<file path="config.mk">
export PLATFORM = sky130hd
export DESIGN_NAME = spi_regseq_master
export DESIGN_NICKNAME = d
export VERILOG_FILES = /design/src/rtl/spi_rseq_pkg.sv /design/src/rtl/spi_half_timer.sv /design/src/rtl/spi_byte_shifter.sv /design/src/rtl/spi_rd_buffer.sv /design/src/rtl/spi_regseq_master.sv
export SDC_FILE = /design/constraint.sdc
export NUM_CORES = 1
export LEC_CHECK = 0
export ABC_AREA = 1
export BUFFER_PORTS_ARGS = -buffer_cell sky130_fd_sc_hd__buf_2
export CAP_MARGIN = 25
export CORE_UTILIZATION = 50
export CTS_BUF_LIST = sky130_fd_sc_hd__clkbuf_4
export CTS_CLUSTER_DIAMETER = 120
export DETAILED_ROUTE_END_ITERATION = 16
export GPL_ROUTABILITY_DRIVEN = 0
export PLACE_DENSITY = 0.69
export SLEW_MARGIN = 0
export SYNTH_ARGS = -nofsm -noshare
export SYNTH_HDL_FRONTEND = slang
export SYNTH_HIERARCHICAL = 1
export SYNTH_SLANG_ARGS = --single-unit
export TNS_END_PERCENT = 5
</file>
<file path="constraint.sdc">
create_clock -name clk -period 2.7 [get_ports clk]
set_clock_uncertainty 0.1 [all_clocks]
set_input_delay 0.27 -clock clk [delete_from_list [all_inputs] [get_ports clk]]
set_output_delay 0.27 -clock clk [all_outputs]
set_load 0.01 [all_outputs]
</file>
<file path="src/rtl/spi_rseq_pkg.sv">
package spi_rseq_pkg;

  localparam int BYTE_W = 8;
  localparam int IDX_W  = BYTE_W + 1;           // byte index up to 2 + 255
  localparam int BITS_W = $clog2(BYTE_W + 1);   // bit counter 0..8

  typedef enum logic [1:0] {
    OP_WRITE = 2'b00,
    OP_READ  = 2'b01,
    OP_BURST = 2'b10,
    OP_RSVD  = 2'b11
  } op_e;

  typedef enum logic [2:0] {
    ST_IDLE,
    ST_SETUP,
    ST_SHIFT,
    ST_STALL,
    ST_HOLD
  } st_e;

  // First byte on the wire for a given operation.
  function automatic logic [BYTE_W-1:0] cmd_byte(op_e op, logic [BYTE_W-1:0] cmd,
                                                 logic [BYTE_W-1:0] burst_cmd);
    case (op)
      OP_READ:  return cmd | BYTE_W'(1);
      OP_BURST: return burst_cmd;
      default:  return cmd;
    endcase
  endfunction

  // Bytes after the command: slot one carries the argument except on a read.
  function automatic logic [BYTE_W-1:0] later_byte(op_e op, logic [BYTE_W-1:0] arg,
                                                   logic [BYTE_W-1:0] dummy, logic second);
    if (second && op != OP_READ) return arg;
    return dummy;
  endfunction

  // Whether the byte at index idx returns data to the client.
  function automatic logic rd_slot(op_e op, logic [IDX_W-1:0] idx);
    case (op)
      OP_READ:  return idx == IDX_W'(1);
      OP_BURST: return idx >= IDX_W'(2);
      default:  return 1'b0;
    endcase
  endfunction

endpackage

</file>
<file path="src/rtl/spi_half_timer.sv">
module spi_half_timer #(
  parameter int HALF = 3
) (
  input  logic clk,
  input  logic rst_n,
  input  logic run,
  output logic tick
);
  localparam int CW = $clog2(HALF + 1);

  logic [CW-1:0] hcnt;

  assign tick = run && (hcnt == CW'(HALF - 1));

  always_ff @(posedge clk) begin
    if (!rst_n)            hcnt <= '0;
    else if (!run || tick) hcnt <= '0;
    else                   hcnt <= hcnt + CW'(1);
  end


  hcnt_range_chk: assert property (@(posedge clk) disable iff (!rst_n)
    hcnt <= CW'(HALF - 1));

endmodule

</file>
<file path="src/rtl/spi_byte_shifter.sv">
module spi_byte_shifter #(
  parameter int W  = 8,
  parameter int BW = $clog2(W + 1)
) (
  input  logic          clk,
  input  logic          rst_n,
  input  logic          load,
  input  logic [W-1:0]  load_val,
  input  logic          rise,
  input  logic          fall,
  input  logic          miso,
  output logic          mosi,
  output logic [W-1:0]  rx_byte,
  output logic [BW-1:0] bits,
  output logic          got_byte
);
  logic [W-1:0] tx;

  assign mosi = tx[W-1];

  always_ff @(posedge clk) begin
    if (!rst_n) begin
      tx       <= '0;
      rx_byte  <= '0;
      bits     <= '0;
      got_byte <= 1'b0;
    end else begin
      got_byte <= rise && (bits == BW'(W - 1));
      if (load) begin
        tx   <= load_val;
        bits <= '0;
      end else begin
        if (fall) tx <= {tx[W-2:0], 1'b0};
        if (rise) begin
          rx_byte <= {rx_byte[W-2:0], miso};
          bits    <= bits + BW'(1);
        end
      end
    end
  end


  rise_count_chk: assert property (@(posedge clk) disable iff (!rst_n)
    rise |-> bits < BW'(W));


  no_load_on_rise_chk: assert property (@(posedge clk) disable iff (!rst_n)
    !(load && rise));

endmodule

</file>
<file path="src/rtl/spi_rd_buffer.sv">
module spi_rd_buffer #(
  parameter int W = 8
) (
  input  logic         clk,
  input  logic         rst_n,
  input  logic         push,
  input  logic [W-1:0] push_data,
  input  logic         rd_ready,
  output logic         rd_valid,
  output logic [W-1:0] rd_data
);
  always_ff @(posedge clk) begin
    if (!rst_n) begin
      rd_valid <= 1'b0;
      rd_data  <= '0;
    end else if (push) begin
      rd_valid <= 1'b1;
      rd_data  <= push_data;
    end else if (rd_valid && rd_ready) begin
      rd_valid <= 1'b0;
    end
  end


  no_overrun_chk: assert property (@(posedge clk) disable iff (!rst_n)
    push |-> !(rd_valid && !rd_ready));


  rd_hold_chk: assert property (@(posedge clk) disable iff (!rst_n)
    (rd_valid && !rd_ready) |=> (rd_valid && $stable(rd_data)));

endmodule

</file>
<file path="src/rtl/spi_regseq_master.sv">
module spi_regseq_master
  import spi_rseq_pkg::*;
#(
  parameter int                CLK_HALF  = 3,
  parameter logic [BYTE_W-1:0] BURST_CMD = 8'h70,
  parameter logic [BYTE_W-1:0] DUMMY     = 8'hFF
) (
  input  logic              clk,
  input  logic              rst_n,
  input  logic              req_valid,
  output logic              req_ready,
  input  logic [1:0]        req_op,
  input  logic [BYTE_W-1:0] req_cmd,
  input  logic [BYTE_W-1:0] req_arg,
  output logic              rd_valid,
  input  logic              rd_ready,
  output logic [BYTE_W-1:0] rd_data,
  output logic              done,
  output logic              err,
  output logic              sclk,
  output logic              mosi,
  output logic              cs_n,
  input  logic              miso
);
  localparam int HALF_EFF = (CLK_HALF < 2) ? 2 : CLK_HALF;

  st_e               st;
  op_e               cur_op;
  logic [BYTE_W-1:0] cur_arg;
  logic [IDX_W-1:0]  bidx, nbytes;

  logic              tick, run;
  logic              take, req_bad, rd_block, last_byte;
  logic              sh_rise, sh_fall, sh_load, byte_end, adv;
  logic [BYTE_W-1:0] load_val, rx_byte;
  logic [BITS_W-1:0] bits;
  logic              got_byte, push;

  assign req_ready = (st == ST_IDLE);
  assign take      = req_valid && req_ready;
  assign req_bad   = (op_e'(req_op) == OP_RSVD) ||
                     (op_e'(req_op) == OP_BURST && req_arg == '0);
  assign run       = (st == ST_SETUP) || (st == ST_SHIFT) || (st == ST_HOLD);
  assign rd_block  = rd_valid && !rd_ready;
  assign last_byte = (bidx + IDX_W'(1)) == nbytes;

  assign sh_rise  = tick && ((st == ST_SETUP) || (st == ST_SHIFT && !sclk));
  assign sh_fall  = tick && (st == ST_SHIFT) && sclk && (bits != BITS_W'(BYTE_W));
  assign byte_end = tick && (st == ST_SHIFT) && sclk && (bits == BITS_W'(BYTE_W));
  assign adv      = (byte_end && !last_byte && !rd_block) ||
                    ((st == ST_STALL) && !rd_block);
  assign sh_load  = (take && !req_bad) || adv;
  assign push     = got_byte && rd_slot(cur_op, bidx);

  always_comb begin
    if (st == ST_IDLE) load_val = cmd_byte(op_e'(req_op), req_cmd, BURST_CMD);
    else               load_val = later_byte(cur_op, cur_arg, DUMMY, bidx == '0);
  end

  spi_half_timer #(.HALF(HALF_EFF)) u_timer (
    .clk   (clk),
    .rst_n (rst_n),
    .run   (run),
    .tick  (tick)
  );

  spi_byte_shifter #(.W(BYTE_W), .BW(BITS_W)) u_shift (
    .clk      (clk),
    .rst_n    (rst_n),
    .load     (sh_load),
    .load_val (load_val),
    .rise     (sh_rise),
    .fall     (sh_fall),
    .miso     (miso),
    .mosi     (mosi),
    .rx_byte  (rx_byte),
    .bits     (bits),
    .got_byte (got_byte)
  );

  spi_rd_buffer #(.W(BYTE_W)) u_rdbuf (
    .clk       (clk),
    .rst_n     (rst_n),
    .push      (push),
    .push_data (rx_byte),
    .rd_ready  (rd_ready),
    .rd_valid  (rd_valid),
    .rd_data   (rd_data)
  );

  always_ff @(posedge clk) begin
    if (!rst_n) begin
      st      <= ST_IDLE;
      cur_op  <= OP_WRITE;
      cur_arg <= '0;
      bidx    <= '0;
      nbytes  <= '0;
      cs_n    <= 1'b1;
      sclk    <= 1'b0;
      done    <= 1'b0;
      err     <= 1'b0;
    end else begin
      done <= 1'b0;
      err  <= 1'b0;
      case (st)
        ST_IDLE: if (take) begin
          if (req_bad) begin
            err <= 1'b1;
          end else begin
            cs_n    <= 1'b0;
            cur_op  <= op_e'(req_op);
            cur_arg <= req_arg;
            bidx    <= '0;
            nbytes  <= (op_e'(req_op) == OP_BURST) ? ({1'b0, req_arg} + IDX_W'(2))
                                                   : IDX_W'(2);
            st      <= ST_SETUP;
          end
        end
        ST_SETUP: if (tick) begin
          sclk <= 1'b1;
          st   <= ST_SHIFT;
        end
        ST_SHIFT: if (tick) begin
          if (!sclk) begin
            sclk <= 1'b1;
          end else begin
            sclk <= 1'b0;
            if (bits == BITS_W'(BYTE_W)) begin
              if (last_byte)     st   <= ST_HOLD;
              else if (rd_block) st   <= ST_STALL;
              else               bidx <= bidx + IDX_W'(1);
            end
          end
        end
        ST_STALL: if (!rd_block) begin
          bidx <= bidx + IDX_W'(1);
          st   <= ST_SHIFT;
        end
        ST_HOLD: if (tick) begin
          cs_n <= 1'b1;
          done <= 1'b1;
          st   <= ST_IDLE;
        end
        default: st <= ST_IDLE;
      endcase
    end
  end


  sclk_idle_low_chk: assert property (@(posedge clk) disable iff (!rst_n)
    cs_n |-> !sclk);


  mosi_hi_stable_chk: assert property (@(posedge clk) disable iff (!rst_n)
    (sclk && $past(sclk)) |-> $stable(mosi));


  busy_no_ready_chk: assert property (@(posedge clk) disable iff (!rst_n)
    !cs_n |-> !req_ready);


  done_after_cs_chk: assert property (@(posedge clk) disable iff (!rst_n)
    done |-> (cs_n && $past(!cs_n)));


  err_no_cs_chk: assert property (@(posedge clk) disable iff (!rst_n)
    err |-> (cs_n && !done));


  stall_bus_chk: assert property (@(posedge clk) disable iff (!rst_n)
    (st == ST_STALL) |-> (!sclk && !cs_n && rd_valid));

endmodule

</file>
# Word level (Yosys, flattened, before mapping)
# Index checks and enable logic that the tools add are counted.
dict set report totals {
  wordCells 139
  out_inout_bits 15
  inputBits 23
  reg_bits 67
}
dict set report classes {
  bitwise 3
  addsub 4
  eq_ne 26
  n_mux 40
  n_lt_le_gt_ge 1
  n_reduce_logical 49
}
# operator n
set op_table {}
lappend op_table {{9-bit 2-to-1 mux} 8}
lappend op_table {{8-bit 2-to-1 mux} 5}
lappend op_table {{3-bit 2-to-1 mux} 10}
lappend op_table {{9-bit one-hot mux with 3 select lines} 1}
lappend op_table {{1-bit logical AND} 18}
lappend op_table {{8-bit one-hot mux with 2 select lines} 1}
lappend op_table {{3-bit one-hot mux with 5 select lines} 1}
lappend op_table {{2-bit inequality test (second input constant)} 7}
lappend op_table {{1-bit 2-to-1 mux} 11}
lappend op_table {{8-bit by 2-bit adder with 9-bit output (second input constant)} 1}
lappend op_table {{9-bit by 1-bit adder with 9-bit output (second input constant)} 1}
lappend op_table {{9-bit by 1-bit == test with 1-bit output (second input constant)} 1}
lappend op_table {{9-bit == test} 1}
lappend op_table {{9-bit by 2-bit greater-or-equal comparator with 1-bit output (second input constant)} 1}
lappend op_table {{9-bit zero test} 1}
lappend op_table {{3-bit AND reduction} 3}
lappend op_table {{9-bit AND reduction} 1}
lappend op_table {{2-bit == test (second input constant)} 4}
lappend op_table {{8-bit zero test} 1}
lappend op_table {{2-bit nonzero test} 4}
lappend op_table {{1-bit logical OR} 7}
lappend op_table {{7-bit AND reduction} 1}
lappend op_table {{3-bit by 2-bit == test with 1-bit output (second input constant)} 2}
lappend op_table {{1-bit zero test} 6}
lappend op_table {{17 further kinds} 26}

# Depth between registers and ports, before layout
dict set report logic_depth {
  depth_word 13
  ltp_mapped 21
}

# Modules after synthesis
# Netlist, hierarchy kept.
# mod area_each_um2 seq_area_each_um2 n_inst cells_per_inst
set modules_own_cells {}
lappend modules_own_cells {spi_regseq_master 2358.5 700.7 1 368}
lappend modules_own_cells {spi_byte_shifter 893.4 420.4 1 120}
lappend modules_own_cells {spi_rd_buffer 304.0 180.2 1 38}
lappend modules_own_cells {spi_half_timer 77.6 40.0 1 9}

# Least setup slack after synthesis
# No wires, ideal clock.
dict set report synth_timing {
  path_type {reg-to-reg}
  startpoint {register bidx[0]}
  endpoint {register u_shift.tx[1]}
  path_slack_ns 0.301
  path_stages_with_launch 20
  path_buffers 3
  arrival_ns 2.233
  setup_ns 0.066
  required_time_ns 2.534
  cell_sequence {dfxtp_1 -> buf_2 -> inv_2 -> ha_1 -> inv_1 -> nand2_1 -> nand2_1 -> nor2_1 -> nand2_1 -> nor2_1 -> nand2_1 -> nor2_4 -> nand3_2 -> nand2_4 -> inv_4 -> buf_12 -> buf_6 -> nor2_8 -> nand2_1 -> a21oi_2}
}
dict set report synth_between {
  elab_chain_cells 8
  elab_cells_between_ends 15
  classes_between {add/sub: 1; eq/ne: 1; mux: 5; reduce/logical: 8}
}
# item line
set synth_rtl {}
lappend synth_rtl {{start: declaration} spi_regseq_master.sv:30} ;# logic [IDX_W-1:0] bidx, nbytes;
lappend synth_rtl {{start signal: assignment} spi_regseq_master.sv:131} ;# else bidx <= bidx + IDX_W'(1);
lappend synth_rtl {{start signal: assignment} spi_regseq_master.sv:136} ;# bidx <= bidx + IDX_W'(1);
lappend synth_rtl {{9-bit by 1-bit adder with 9-bit output *} spi_regseq_master.sv:45} ;# assign last_byte = (bidx + IDX_W'(1)) == nbytes;
lappend synth_rtl {{9-bit == test *} spi_regseq_master.sv:45}
lappend synth_rtl {{1-bit zero test *} spi_regseq_master.sv:50} ;# assign adv = (byte_end && !last_byte && !rd_block) ||
lappend synth_rtl {{1-bit logical AND * (2 in series)} spi_regseq_master.sv:50}
lappend synth_rtl {{1-bit logical OR *} spi_regseq_master.sv:50}
lappend synth_rtl {{1-bit logical OR *} spi_regseq_master.sv:52} ;# assign sh_load = (take && !req_bad) || adv;
lappend synth_rtl {{via sh_load} spi_regseq_master.sv:34} ;# logic sh_rise, sh_fall, sh_load, byte_end, adv;
lappend synth_rtl {{8-bit 2-to-1 mux / 2-bit nonzero test (equally long branches)} --}
lappend synth_rtl {{end signal: assignment} spi_byte_shifter.sv:30} ;# tx <= load_val;
lappend synth_rtl {{end signal: assignment} spi_byte_shifter.sv:33} ;# if (fall) tx <= {tx[W-2:0], 1'b0};
lappend synth_rtl {{end: declaration} spi_byte_shifter.sv:17} ;# logic [W-1:0] tx;
# Mark *: on every way through the listed nets, which the timed path passes. The rest lies on a longest branch. The select of a mux whose other input is x is not followed.
# A chain may end at the register's enable or synchronous reset.

# Worst setup path after layout
dict set report layout_timing {
  startpoint {register bidx[0]}
  endpoint {register u_shift.rx_byte[0]}
}
dict set report layout_between {
  elab_chain_cells 9
}
# item line
set layout_rtl {}
lappend layout_rtl {{9-bit by 1-bit adder with 9-bit output} spi_regseq_master.sv:45}
lappend layout_rtl {{9-bit == test} spi_regseq_master.sv:45}
lappend layout_rtl {{1-bit zero test} spi_regseq_master.sv:50}
lappend layout_rtl {{1-bit logical AND (2 in series)} spi_regseq_master.sv:50}
lappend layout_rtl {{1-bit logical OR} spi_regseq_master.sv:50}
lappend layout_rtl {{1-bit logical OR} spi_regseq_master.sv:52}
lappend layout_rtl {{1-bit NOT (no source line)} --}
lappend layout_rtl {{2-bit AND reduction (no source line)} --}
lappend layout_rtl {{end signal: assignment} spi_byte_shifter.sv:35} ;# rx_byte <= {rx_byte[W-2:0], miso};
lappend layout_rtl {{end: declaration} spi_byte_shifter.sv:13} ;# output logic [W-1:0] rx_byte,
# No other way between the ends.

==> flow_summary.ini <==
[run]
maxCapViolCount = 0

[worst_setup_path]
crit_buf_inv = 5
worstSetupPathType = reg -> reg
path_depth = 18
slowest_delay_ns = 0.41
crit_path_max_fanout = 25
cp_data_required_time_ns = 2.96
worstReg2RegStart = bidx[0]$_SDFFE_PN0P_
start_kind = register
crit_family = simple AND/OR/NAND/NOR gates
critPathArrivalTime_ns = 2.72
rr_worst_depth = 18
cp_slowest_cell = dfxtp_4
startpoint = bidx[0]$_SDFFE_PN0P_
path_cells = inv_2 -> ha_1 -> inv_1 -> nand2_1 -> nand2_1 -> nor2_1 -> nand2_1 -> nor2_1 -> nand2_1 -> nor2_4 -> nand3_2 -> nand2_4 -> inv_8 -> inv_2 -> nand2_4 -> inv_2 -> nor2_1 -> nor2_1
critPathCaptureType = register

[floorplanning]
dieWidth_um = 87.2
dieArea_sq_mm = 0.00761
core-area_sq_mm = 0.00691
ios = 38
die_y_um = 87.2
start_util = 0.526
rows = 30

[clock_network]
cts_setup_buffers = 0
cts_root_buf = clkbuf_4
cts_buffers = 9
worst_skew_pair.late_latency_ns = 0.43
clk_pin_slew_ns = 0.11
htree_levels = 3
cts_tree = done
clkSinkCount = 67
clock_path_buffers = 2
hold_buffers = 0

[routing]
num_vias = 3429
dr.pass1.iters = 4
drc = 0
ant_nets = 0
drt_iter0_markers = 229
wl_um = 8260
wire_per_inst_um = 12.2
viasPerCell = 5.06

[yosys]
syn_avg_cell_area_sq_um = 6.79
ys_seq_area_frac = 0.369
yosys.area_share.simple = 0.369
synthAdderAreaFrac = 0.0413
synth-compound-area-share = 0.124
ys_types = 38
ys_seq_elements = 67
synthCells = 535
synth_top_family_by_area = simple AND/OR/NAND/NOR gates
syn_area_sq_mm = 0.00363
yosys.area_share.xor_xnor = 0.00241
syn-num-nets = 570
synthMuxAreaShare = 0
ys_warn_count = 6

[power]
power_mw = 3.21
power_leakage_nw = 1.85
power.internal_mw = 1.88
p_switching_mw = 1.33
power.share.clock = 0.202
swShare = 0.415
seqPwrFrac = 0.404
power.density_mw_per_mm2 = 791
vdd_drop_max_mv = 0.329
p_comb_frac = 0.394

[cells_and_area]
final_area_sq_mm = 0.00405
drive_gt1_frac = 0.184
final_cells = 677
diodes = 0
syn_to_final_growth_pct = 11.6
fill_cells = 688
multi_input_area_sq_mm = 0.00196
fin_nets = 611
register_area_sq_mm = 0.00135

[min_path]
hold_class = in -> reg
hold_depth = 4
hold_start = rd_ready

[placement]
placed_cell_area_sq_mm = 0.00391
pre_cts_ws_ns = 0.0606
dpl.hpwl_um = 6300
place.port_buffers = 37
dp_cells = 661

[global_routing]
grt_pass1_wl_um = 13800
overflow = 0
grt_max_degree = 27
antenna_found_initial = 0
grt_usage = 0.236
grt_pass1_vias = 3006

[timing]
fin_ws_ns = 0.244
finalSetupViolCount = 0
tns_ns = 0
rsz0062_at_grt = no
fmaxAchievable_ghz = 0.407
finalHoldViolations = 0
period_minus_slack_ns = 2.46
slew_headroom = 0.613
tightest_slew_ns = 0.576
min_period_over_period = 0.910
final-max-slew-violation-count = 0

[outcome]
status = finished, final reports clean
layer usage:
| layer | GRT usage | part of all wire |
|---|---|---|
| met3 | 0.0398 | 0.044 |
| met4 | 0.0864 | 0.015 |
| met1 | 0.321 | 0.50 |
| met5 | 0 | 0 |
| met2 | 0.374 | 0.44 |
flip-flops by register name, summed over array words and instances, names as in the netlist:
| signal | cells |
|---|---|
| u_shift/got_byte | 1 |
| u_timer/hcnt | 2 |
| nbytes | 9 |
| u_rdbuf/rd_data | 8 |
| u_rdbuf/rd_valid | 1 |
| err | 1 |
| done | 1 |
| cur_op | 2 |
| bidx | 9 |
| st | 3 |
| u_shift/rx_byte | 8 |
| u_shift/tx | 8 |
| u_shift/bits | 4 |
| cur_arg | 8 |
| cs_n | 1 |
| sclk | 1 |
worst min-delay path, stage by stage:
cell and delay [ns]:
buf_2 0.09, inv_1 0.03, nand2_1 0.06, a21oi_2 0.04
worst paths after layout:
kind	to	slack (ns)
min	u_rdbuf/rd_valid$_SDFFE_PN0P_	0.007
min reg2reg	u_timer/hcnt[0]$_SDFF_PP0_	0.33
max reg2reg	u_shift/rx_byte[0]$_SDFFE_PN0P_	0.24
max	u_shift/rx_byte[0]$_SDFFE_PN0P_	0.24
area by class of cell:
type	count	share of cell area
multi-input cells	389	0.483
well taps	96	0.0296
flip-flops and latches	67	0.332
clock buffers	9	0.0167
clock inverters	7	0.0167
inverters	63	0.0602
repair buffers	46	0.0623
logic make-up (layout without fill, tap and decap cells):
group | count (synthesis) | count (layout)
DFF | 67 | 67
AOI/OAI and AO/OA | 84 | 84
buffers and inverters | 79 | 125
adders and majority gates | 12 | 12
xor gates and xnor gates | 1 | 1
and+or+nand+nor | 292 | 292
stage by stage:
| step | hold WS, ns | utilization |
|---|---|---|
| floorplan | 0.292 | - |
| global placement | 0.308 | 0.566 |
| detailed placement | 0.319 | 0.566 |
| CTS | 0.000925 | 0.586 |
| global route | 0.0105 | 0.587 |
| finish | 0.00666 | 0.587 |
power by group through the flow:
stage          Combinational (mW)  Sequential [mW]  Clock (mW)
6_report                     1.26             1.29       0.649
5_1_grt                      1.44             1.32       0.714
4_1_cts                      1.25             1.29       0.662
3_5_place_dp                 1.25             1.31           0
3_3_place_gp                 1.23             1.31           0
2_1_floorplan                1.05             1.26           0
cell usage after synthesis:
| cell type | n | area share |
|---|---|---|
| nor2_8 | 1 | 0.0055 |
| buf_4 | 3 | 0.0062 |
| nand4_1 | 4 | 0.0069 |
| nor2_2 | 14 | 0.024 |
| o21ai_0 | 45 | 0.062 |
| nand2_4 | 2 | 0.0062 |
| o22ai_1 | 1 | 0.0017 |
| buf_6 | 1 | 0.0031 |
| buf_2 | 5 | 0.0069 |
| o21bai_1 | 1 | 0.0021 |
| clkbuf_2 | 1 | 0.0014 |
| nor2_4 | 4 | 0.012 |
| xnor2_1 | 1 | 0.0024 |
| nand3_1 | 43 | 0.059 |
| inv_1 | 51 | 0.053 |
| nor3b_2 | 1 | 0.0034 |
| nor4_1 | 4 | 0.0069 |
| a211oi_1 | 2 | 0.0041 |
| nand2_2 | 7 | 0.012 |
| nor3b_1 | 1 | 0.0021 |
| inv_2 | 11 | 0.011 |
| clkbuf_1 | 4 | 0.0041 |
| nand2_1 | 119 | 0.12 |
| nand3_2 | 2 | 0.0055 |
| nand3b_1 | 4 | 0.0083 |
| inv_4 | 1 | 0.0017 |
| buf_1 | 1 | 0.0010 |
| a21oi_2 | 2 | 0.0048 |
| a32oi_1 | 1 | 0.0024 |
| dfxtp_1 | 67 | 0.37 |
| a21oi_1 | 27 | 0.037 |
| nor2_1 | 73 | 0.075 |
| nor3_1 | 13 | 0.018 |
| a31oi_1 | 1 | 0.0017 |
| ha_1 | 12 | 0.041 |
| buf_12 | 1 | 0.0055 |
| o211ai_1 | 1 | 0.0021 |
| o21a_1 | 3 | 0.0062 |
cells in the final DEF (no fill, tap or decap), types with 2 or more instances in the layout:
cell type,count
nor2_1,73
dfxtp_1,66
o21ai_0,45
nor4_1,3
nand3_1,43
nand2_1,119
nand4_1,4
nor2_4,4
nand2_2,7
clkinv_1,2
a211oi_1,2
nor3_1,13
inv_2,11
o21a_1,3
nand3_2,2
buf_2,37
buf_4,9
inv_1,51
nand2_4,2
a21oi_2,2
nand3b_1,4
nor2_2,14
clkbuf_4,9
ha_1,12
a21oi_1,27
what timing repair did:
item	CTS	global route
hold endpoints to repair	0	0
endpoints found under the setup margin	0	14
resized for setup	0	4
Power figures use the tool's default switching activity.
